## src/rtl/dsps_pkg.sv

```systemverilog
package dsps_pkg;

    typedef enum logic {
        SIDE_UP   = 1'b0,
        SIDE_DOWN = 1'b1
    } side_dir_e;

    localparam int unsigned DEF_ADDR_W = 32;
    localparam int unsigned DEF_LEN_W  = 6;
    localparam int unsigned DEF_SKIP_W = 3;
    localparam int unsigned NUM_SIDES  = 2;

endpackage

```

## src/rtl/dsps_skip_ctr.sv

```systemverilog
module dsps_skip_ctr #(
    parameter int unsigned SKIP_W = dsps_pkg::DEF_SKIP_W
) (
    input  logic              clk,
    input  logic              rst,
    input  logic              stall,
    input  logic              branch_valid,
    input  logic              peer_issue,
    input  logic [SKIP_W-1:0] peer_hole,
    output logic              idle
);
    logic [SKIP_W-1:0] cnt_q;

    always_ff @(posedge clk) begin
        if (rst || branch_valid) begin
            cnt_q <= '0;
        end else if (!stall) begin
            if (cnt_q != '0) begin
                cnt_q <= cnt_q - 1'b1;
            end else if (peer_issue) begin
                cnt_q <= peer_hole;
            end
        end
    end

    assign idle = (cnt_q != '0);

    assert_branch_clear_R2: assert property (@(posedge clk) disable iff (rst)
        ($past(!rst) && $past(branch_valid)) |-> (cnt_q == '0));

    assert_stall_freeze_R5: assert property (@(posedge clk) disable iff (rst)
        ($past(!rst) && $past(stall && !branch_valid)) |-> $stable(cnt_q));

    assert_skip_countdown_R6: assert property (@(posedge clk) disable iff (rst)
        ($past(!rst) && $past(!stall && !branch_valid && cnt_q != '0))
        |-> (cnt_q == $past(cnt_q) - 1'b1));

endmodule

```

## src/rtl/dsps_addr_reg.sv

```systemverilog
module dsps_addr_reg
    import dsps_pkg::*;
#(
    parameter int unsigned ADDR_W     = DEF_ADDR_W,
    parameter int unsigned LEN_W      = DEF_LEN_W,
    parameter side_dir_e   DIR        = SIDE_UP,
    parameter logic [ADDR_W-1:0] RESET_ADDR = '0
) (
    input  logic              clk,
    input  logic              rst,
    input  logic              advance,
    input  logic              branch_valid,
    input  logic [ADDR_W-1:0] branch_target,
    input  logic [LEN_W-1:0]  step_len,
    output logic [ADDR_W-1:0] addr
);
    localparam int unsigned PAD_W = ADDR_W - LEN_W;

    logic [ADDR_W-1:0] step_ext;
    logic [ADDR_W-1:0] next_step;

    assign step_ext = {{PAD_W{1'b0}}, step_len};

    generate
        if (DIR == SIDE_UP) begin : g_up
            assign next_step = addr + step_ext;
            assert_up_step_R3: assert property (@(posedge clk) disable iff (rst)
                ($past(!rst) && $past(advance && !branch_valid))
                |-> (addr == $past(addr) + {{PAD_W{1'b0}}, $past(step_len)}));
        end else begin : g_down
            assign next_step = addr - step_ext;
            assert_down_step_R4: assert property (@(posedge clk) disable iff (rst)
                ($past(!rst) && $past(advance && !branch_valid))
                |-> (addr == $past(addr) - {{PAD_W{1'b0}}, $past(step_len)}));
        end
    endgenerate

    always_ff @(posedge clk) begin
        if (rst) begin
            addr <= RESET_ADDR;
        end else if (branch_valid) begin
            addr <= branch_target;
        end else if (advance) begin
            addr <= next_step;
        end
    end

    assert_branch_load_R2: assert property (@(posedge clk) disable iff (rst)
        ($past(!rst) && $past(branch_valid)) |-> (addr == $past(branch_target)));

    assert_idle_hold_R6: assert property (@(posedge clk) disable iff (rst)
        ($past(!rst) && $past(!advance && !branch_valid)) |-> $stable(addr));

endmodule

```

## src/rtl/dsps_side.sv

```systemverilog
module dsps_side
    import dsps_pkg::*;
#(
    parameter int unsigned ADDR_W     = DEF_ADDR_W,
    parameter int unsigned LEN_W      = DEF_LEN_W,
    parameter int unsigned SKIP_W     = DEF_SKIP_W,
    parameter side_dir_e   DIR        = SIDE_UP,
    parameter logic [ADDR_W-1:0] RESET_ADDR = '0
) (
    input  logic              clk,
    input  logic              rst,
    input  logic              stall,
    input  logic              branch_valid,
    input  logic [ADDR_W-1:0] branch_target,
    input  logic [LEN_W-1:0]  step_len,
    input  logic              peer_issue,
    input  logic [SKIP_W-1:0] peer_hole,
    output logic [ADDR_W-1:0] addr,
    output logic              issue
);
    logic idle;

    dsps_skip_ctr #(.SKIP_W(SKIP_W)) skip_i (
        .clk          (clk),
        .rst          (rst),
        .stall        (stall),
        .branch_valid (branch_valid),
        .peer_issue   (peer_issue),
        .peer_hole    (peer_hole),
        .idle         (idle)
    );

    assign issue = !stall && !idle;

    dsps_addr_reg #(
        .ADDR_W     (ADDR_W),
        .LEN_W      (LEN_W),
        .DIR        (DIR),
        .RESET_ADDR (RESET_ADDR)
    ) addr_i (
        .clk           (clk),
        .rst           (rst),
        .advance       (issue),
        .branch_valid  (branch_valid),
        .branch_target (branch_target),
        .step_len      (step_len),
        .addr          (addr)
    );

    assert_stall_quiet_R5: assert property (@(posedge clk) disable iff (rst)
        stall |-> !issue);

endmodule

```

## src/rtl/dsps_seq_top.sv

```systemverilog
module dsps_seq_top
    import dsps_pkg::*;
#(
    parameter int unsigned ADDR_W     = DEF_ADDR_W,
    parameter int unsigned LEN_W      = DEF_LEN_W,
    parameter int unsigned SKIP_W     = DEF_SKIP_W,
    parameter logic [ADDR_W-1:0] RESET_ADDR = '0
) (
    input  logic              clk,
    input  logic              rst,
    input  logic              stall,
    input  logic              branch_valid,
    input  logic [ADDR_W-1:0] branch_target,
    input  logic [LEN_W-1:0]  fwd_len,
    input  logic [LEN_W-1:0]  bwd_len,
    input  logic [SKIP_W-1:0] fwd_hole_skip,
    input  logic [SKIP_W-1:0] bwd_hole_skip,
    output logic [ADDR_W-1:0] fwd_addr,
    output logic [ADDR_W-1:0] bwd_addr,
    output logic              fwd_issue,
    output logic              bwd_issue
);
    logic [LEN_W-1:0]  len_a   [NUM_SIDES];
    logic [SKIP_W-1:0] hole_a  [NUM_SIDES];
    logic [ADDR_W-1:0] addr_a  [NUM_SIDES];
    logic              issue_a [NUM_SIDES];

    assign len_a[0]  = fwd_len;
    assign len_a[1]  = bwd_len;
    assign hole_a[0] = fwd_hole_skip;
    assign hole_a[1] = bwd_hole_skip;

    generate
        for (genvar s = 0; s < NUM_SIDES; s++) begin : g_side
            localparam int unsigned PEER = NUM_SIDES - 1 - s;
            dsps_side #(
                .ADDR_W     (ADDR_W),
                .LEN_W      (LEN_W),
                .SKIP_W     (SKIP_W),
                .DIR        (s == 0 ? SIDE_UP : SIDE_DOWN),
                .RESET_ADDR (RESET_ADDR)
            ) side_i (
                .clk           (clk),
                .rst           (rst),
                .stall         (stall),
                .branch_valid  (branch_valid),
                .branch_target (branch_target),
                .step_len      (len_a[s]),
                .peer_issue    (issue_a[PEER]),
                .peer_hole     (hole_a[PEER]),
                .addr          (addr_a[s]),
                .issue         (issue_a[s])
            );
        end
    endgenerate

    assign fwd_addr  = addr_a[0];
    assign bwd_addr  = addr_a[1];
    assign fwd_issue = issue_a[0];
    assign bwd_issue = issue_a[1];

    assert_shared_entry_R2: assert property (@(posedge clk) disable iff (rst)
        ($past(!rst) && $past(branch_valid)) |-> (fwd_addr == bwd_addr));

endmodule

```

## config.mk

```make
export PLATFORM = sky130hd
export DESIGN_NAME = dsps_seq_top
export DESIGN_NICKNAME = d
export VERILOG_FILES = /design/src/rtl/dsps_pkg.sv /design/src/rtl/dsps_skip_ctr.sv /design/src/rtl/dsps_addr_reg.sv /design/src/rtl/dsps_side.sv /design/src/rtl/dsps_seq_top.sv
export SDC_FILE = /design/constraint.sdc
export NUM_CORES = 1
export LEC_CHECK = 0
export BUFFER_PORTS_ARGS = -buffer_cell sky130_fd_sc_hd__buf_4
export CORE_ASPECT_RATIO = 0.9
export CORE_MARGIN = 2
export CORE_UTILIZATION = 45
export CTS_BUF_LIST = sky130_fd_sc_hd__clkbuf_8
export CTS_CLUSTER_DIAMETER = 120
export DETAILED_ROUTE_END_ITERATION = 8
export PLACE_DENSITY = 0.74
export SKIP_CTS_REPAIR_TIMING = 1
export SLEW_MARGIN = 20
export SYNTH_ARGS = -nofsm -noshare
export SYNTH_HDL_FRONTEND = slang
export SYNTH_HIERARCHICAL = 1
export SYNTH_SLANG_ARGS = --single-unit
```

## constraint.sdc

```tcl
create_clock -name clk -period 2.54 [get_ports clk]
set_input_delay 0.254 -clock clk [delete_from_list [all_inputs] [get_ports clk]]
set_output_delay 0.254 -clock clk [all_outputs]
set_load 0.005 [all_outputs]
```

Word-level counts from Yosys, hierarchy flattened

Cells that the tools add are included.

Bitwise gates (word level): 1
Muxes and demuxes: 8
$add $sub $neg: 4
Reductions and logical operators: 14

Operators by type and width:

| kind                | count |
|---|---|
| $mux 32             | 4 |
| $add 32x6->32       | 1 |
| $sub 32x6->32       | 1 |
| $mux 3              | 4 |
| $reduce_bool 2->1   | 4 |
| $reduce_bool 3->1   | 2 |
| $sub 3x1->3 const B | 2 |
| $reduce_and 2->1    | 2 |
| $logic_not 1->1     | 3 |
| $logic_and 1x1->1   | 2 |
| $logic_or 1x1->1    | 1 |
| $not 1->1           | 1 |

Output and inout bits: 66
Input port bits: 54
Bits in registers: 70

Depth between registers and ports, before layout

Depth after elaboration: 5
Depth in mapped cells: 12
Depth with buffers taken out: 10

Modules after synthesis

The synthesis kept the hierarchy.

Modules (own cells, without submodules):

| module                                   | cells an instance | area an instance (um^2) | instances |
|---|---|---|---|
| dsps_addr_reg at g_side[0].side_i.addr_i | 256               | 2113.3                  | 1 |
| dsps_addr_reg at g_side[1].side_i.addr_i | 253               | 2109.5                  | 1 |
| dsps_skip_ctr                            | 27                | 212.7                   | 2 |
| dsps_side                                | 1                 | 3.8                     | 2 |

Worst setup path after synthesis

Ideal clock, no wire load.

Path type: register to register
Start point: reg g_side[1].side_i.skip_i.cnt_q[0]
End point: reg g_side[1].side_i.addr_i.addr[31]
Slack: -26 ps
Stages on the path, launching flop included: 13
Library setup time: 122 ps
Required time: 2418 ps
Clock period less this slack: 2566 ps
Arrival: 2444 ps
Cells stage by stage: dfxtp_1 > inv_1 > ha_1 > nor2b_4 > inv_1 > nor2_1 > buf_2 > nor2b_1 > buf_2 > o211ai_2 > nor3_1 > a41oi_1 > o311a_1

Word-level cells in the longest chain between the ends: 4

RTL lines:

| what                        | line                | RTL |
|---|---|---|
| start: declaration          | dsps_skip_ctr.sv:12 | `logic [SKIP_W-1:0] cnt_q;` |
| start signal: assignment    | dsps_skip_ctr.sv:19 | `cnt_q <= cnt_q - 1'b1;` |
| start signal: assignment    | dsps_skip_ctr.sv:21 | `cnt_q <= peer_hole;` |
| $reduce_bool 3->1           | dsps_skip_ctr.sv:26 | `assign idle = (cnt_q != '0);` |
| net g_side[1].side_i.idle   | dsps_side.sv:21     | `logic idle;` |
| $logic_not 1->1             | dsps_side.sv:33     | `assign issue = !stall && !idle;` |
| $logic_and 1x1->1           | dsps_side.sv:33     |  |
| net bwd_issue               | dsps_seq_top.sv:21  | `output logic bwd_issue` |
| $reduce_bool 2->1 (no line) | -                   |  |
| end signal: assignment      | dsps_addr_reg.sv:42 | `addr <= branch_target;` |
| end signal: assignment      | dsps_addr_reg.sv:44 | `addr <= next_step;` |
| end: declaration            | dsps_addr_reg.sv:15 | `output logic [ADDR_W-1:0] addr` |

The timed path passes the listed nets, and every way through them passes these cells.
A chain may end at the register's enable or synchronous reset.

Worst setup path after layout

Start point: reg g_side[1].side_i.skip_i.cnt_q[0]
End point: reg g_side[1].side_i.addr_i.addr[9]

Word-level cells in the longest chain between the ends: 4

RTL lines:

| what                        | line |
|---|---|
| $reduce_bool 3->1           | dsps_skip_ctr.sv:26 |
| net g_side[1].side_i.idle   | dsps_side.sv:21 |
| $logic_not 1->1             | dsps_side.sv:33 |
| $logic_and 1x1->1           | dsps_side.sv:33 |
| $reduce_bool 2->1 (no line) | - |

The timed path passes the listed nets, and every way through them passes these cells.

==> summary.md <==
| Metric | Value |
|---|---|
| Status | finished clean |
| Peak Freq | about 0.42 GHz |
| Syn-to-layout area delta | 27.98% |
| Routed vias/inst | about 5.8 |
| Core area | about 10000 um^2 |
| Layout cells sized above 1 | a little over a quarter |
| Die height | 100.5 um |
| Synthesized area per cell | 8.240 um^2 |
| RSZ-0062 raised after global routing | no |
| Clock skew | 9.932 ps |
| First-pass GRT wire length | 21690 um |
| Worst-Margin Slew | around 750 ps |
| Num CTS Buffers | 9 |
| Post-route cell area | 5958 um^2 |
| Count of flip-flops with a built-in enable after synthesis | 0 |
| R2R Path End | g_side[1].side_i/addr_i/addr[9] |
| Yosys cell types | between 70 and 80 |
| Worst vdd ir | between 0.0002 and 0.00025 V |
| First DRT Iteration DRCs | 244 |
| Setup violators final | 0 |
| Antenna-violating nets left | 0 |
| Max-Cap Viols | 0 |
| Ports | between 100 and 150 |
| Placed instance count | approximately 800 |
| Simple-gate area share of the yosys netlist | approximately a quarter |
| Mux share of post-synthesis cell area | less than 1% |
| # port buffers | 119 |
| Hold Fails Final Rpt | 0 |
| Slew Limit Fails | 0 |
| Drt total wl | 13610 um |
| Leakage | between 2 and 3 nW |
| Largest family of logic cells by synthesized area | simple AND/OR/NAND/NOR gates |
| Hold_ws | 144.0 ps |
| Sequential cell area fraction in the yosys report | a little under a third |
| Rows | 35 |
| Critical Setup Path Class | reg2reg |
| Diodes inserted | 0 |
| Worst-path clk slew | 70 ps |
| Syn Std Cell Area | approximately 4700 um^2 |
| Xor and xnor area share after synthesis | 7.901% |
| Syn Inst Count | approximately 570 |
| Total gr overflow | 0 |
| Die area | 11180 um^2 |
| WP data required | 2800 ps |
| Vias in the first global route | 4350 |
| CTS tree | yes |
| Hold path startpoint | branch_target[0] |
| Avg WL per Cell | 16.71 um |
| GRT Util Overall | between 20% and 30% |
| Longest Clk Path Bufs | 2 |
| FFs w/ async S/R, synth | 0% |
| Pwr/cell area | 533.4 nW/um^2 |
| Dpl cell area | ~5700 um^2 |
| HPWL Detailed | 10290 um |
| Final nets | about 750 |
| CP Max Fanout | 9 |
| Clk sinks | 70 |
| Pre-antenna DRT Iters | 5 |
| Root Buffer | clkbuf_8 |
| Via count | 4703 |
| FF-to-FF path depth | 9 |
| Syn nets | approximately 640 |
| Largest net degree at the start of global routing | 67 |
| Setup TNS | 0 ps |
| Compound-Gate Fraction of Synth Area | 22.82% |
| Ys Warns | 6 |
| Slew margin rel. | 49.39% |
| Starting density of the core | 45.83% |
| Critical Path Start Type | register |
| H-tree depth | 3 |
| Crit. End Element | register |
| R2R Path Start | g_side[1].side_i/skip_i/cnt_q[0] |
| Tcrit/Tclk final | 93.61% |
| R2r setup slk | 160 ps |
| Top_reg_cell synth | dfxtp_1 |
| Worst Path Arrival | about 2600 ps |
| Synthesized flop and latch total | 70 |
| CP startpoint | g_side[1].side_i/skip_i/cnt_q[0] |
| WHS Path Cells | 3 |
| Hold Path End | g_side[1].side_i/addr_i/addr[0] |
| Clock Latency Late Sink | 360 ps |
| GPL Wtd Cong | between 0.8 and 0.9 |
| Antenna violations before repair | 0 |
| Min-Delay Path Class | in2reg |
| Number of remaining DRC errors | 0 |
| Post-synthesis adder-cell area fraction | 5.160% |
| Non-filler cells in the finished layout | 814 |
| Min Clock Period, post-route | 2378 ps |
| Die X | 111.2 um |
cell families (layout without fill, tap and decap cells):
family,after synthesis,after routing
compound gates,149,149
xor+xnor,42,42
fa+ha+maj,18,18
buf+inv,84,204
flops,70,70
mux,4,4
simple gates,198,198
where the power goes:
| group | total [W] | internal, W | leakage, nW | switching [W] |
|---|---|---|---|---|
| logic | 0.000830 | 0.000407 | 1.83 | 0.000423 |
| clock network | 0.00106 | 0.000629 | 0.124 | 0.000434 |
| registers | 0.00129 | 0.00118 | 0.581 | 0.000105 |
| total | 0.00318 | 0.00222 | 2.53 | 0.000962 |
layout make-up:
| class | instances | area (um^2) |
|---|---|---|
| clock buffers | 12 | 165.2 |
| clock inverters | 4 | 68.82 |
| fillers | 944 | 4202 |
| inverters | 53 | 198.9 |
| multi-input cells | 411 | 2937 |
| flip-flops and latches | 70 | 1401 |
| well taps | 129 | 161.4 |
| repair buffers | 135 | 1026 |
sequential cells by signal, summed over array words and instances, names as in the netlist:
signal                      cells
g_side.side_i/addr_i/addr      64
g_side.side_i/skip_i/cnt_q      6
cell usage in the layout, fill, tap and decap left out, types with 3 or more instances in the layout:
cell type / n
o211ai_1: 5
and4bb_2: 5
dfxtp_1: 70
buf_4: 134
nand3_1: 18
a211oi_1: 25
a221oi_1: 4
mux2i_1: 4
and3_1: 6
nor4_4: 3
xnor2_1: 40
clkbuf_8: 12
ha_1: 16
a311oi_1: 10
a2111oi_2: 4
nand2_1: 21
and4_1: 4
nor4_2: 6
nor2_1: 49
o21ai_0: 11
a21oi_1: 45
inv_1: 54
nor4_1: 8
nor2b_1: 6
o211a_1: 3
o21a_1: 20
or3_1: 6
nor3_1: 21
nand4_1: 12
nor3b_1: 4
nand4b_1: 4
worst max-delay path by stage:
stage,end,cells after the start
CTS,g_side[1].side_i/addr_i/addr[31],10
global route,g_side[1].side_i/addr_i/addr[14],12
detailed placement,g_side[1].side_i/addr_i/addr[31],10
finish,g_side[1].side_i/addr_i/addr[9],9
global placement,g_side[1].side_i/addr_i/addr[31],10
floorplan,g_side[1].side_i/addr_i/addr[31],12
cells in the mapped netlist, drive strengths merged, types with 2 or more instances:
master | instances | area [um^2]
a2111oi | 6 | 78.83
a211oi | 25 | 187.7
a21o | 2 | 15.01
a21oi | 45 | 225.2
a221oi | 4 | 35.03
a311oi | 10 | 87.58
and2 | 2 | 12.51
and3 | 6 | 37.54
and4 | 4 | 35.03
and4bb | 6 | 75.07
buf | 8 | 45.04
clkbuf | 23 | 96.34
dfxtp | 70 | 1401
fa | 2 | 40.04
ha | 16 | 200.2
inv | 53 | 198.9
mux2i | 4 | 40.04
nand2 | 21 | 78.83
nand2b | 2 | 12.51
nand3 | 18 | 90.09
nand4 | 14 | 108.9
nand4b | 4 | 35.03
nor2 | 50 | 187.7
nor2b | 9 | 71.32
nor3 | 23 | 120.1
nor3b | 4 | 30.03
nor4 | 17 | 176.4
o211a | 3 | 30.03
o211ai | 6 | 50.05
o21a | 20 | 150.1
o21ai | 12 | 60.05
o221a | 2 | 22.52
o22ai | 2 | 12.51
o311a | 3 | 31.28
or2 | 4 | 25.03
or3 | 8 | 56.31
xnor2 | 40 | 350.3
xor2 | 2 | 17.52
layer usage:
layer	vias up	global-route usage (%)	routed length, um
met3	36	3.247	662
met1	2227	33.84	6450
met2	147	36.35	6049
li1	2293	-	-
met4	0	10.45	443
met5	-	0	0
critical path, stage by stage, from the launching register on:
cell	delay, ps
dfxtp_1	340
inv_1	90
ha_1	190
nor2b_4	180
inv_1	100
nor2_2	130
nor2b_2	250
o211ai_2	240
or3_2	480
a311oi_1	290
metrics by stage:
stage / total power (W) / util [%] / setup WS [ps]
after floorplan: 0.001778 / - / 66.36
after global placement: 0.002104 / 56.15 / 232.7
after detailed placement: 0.002125 / 56.15 / 19.83
after CTS: 0.003181 / 58.45 / 14.53
after global routing: 0.003334 / 58.65 / 5.673
final: 0.003178 / 58.65 / 162.3
(Power assumes the default switching activity.)
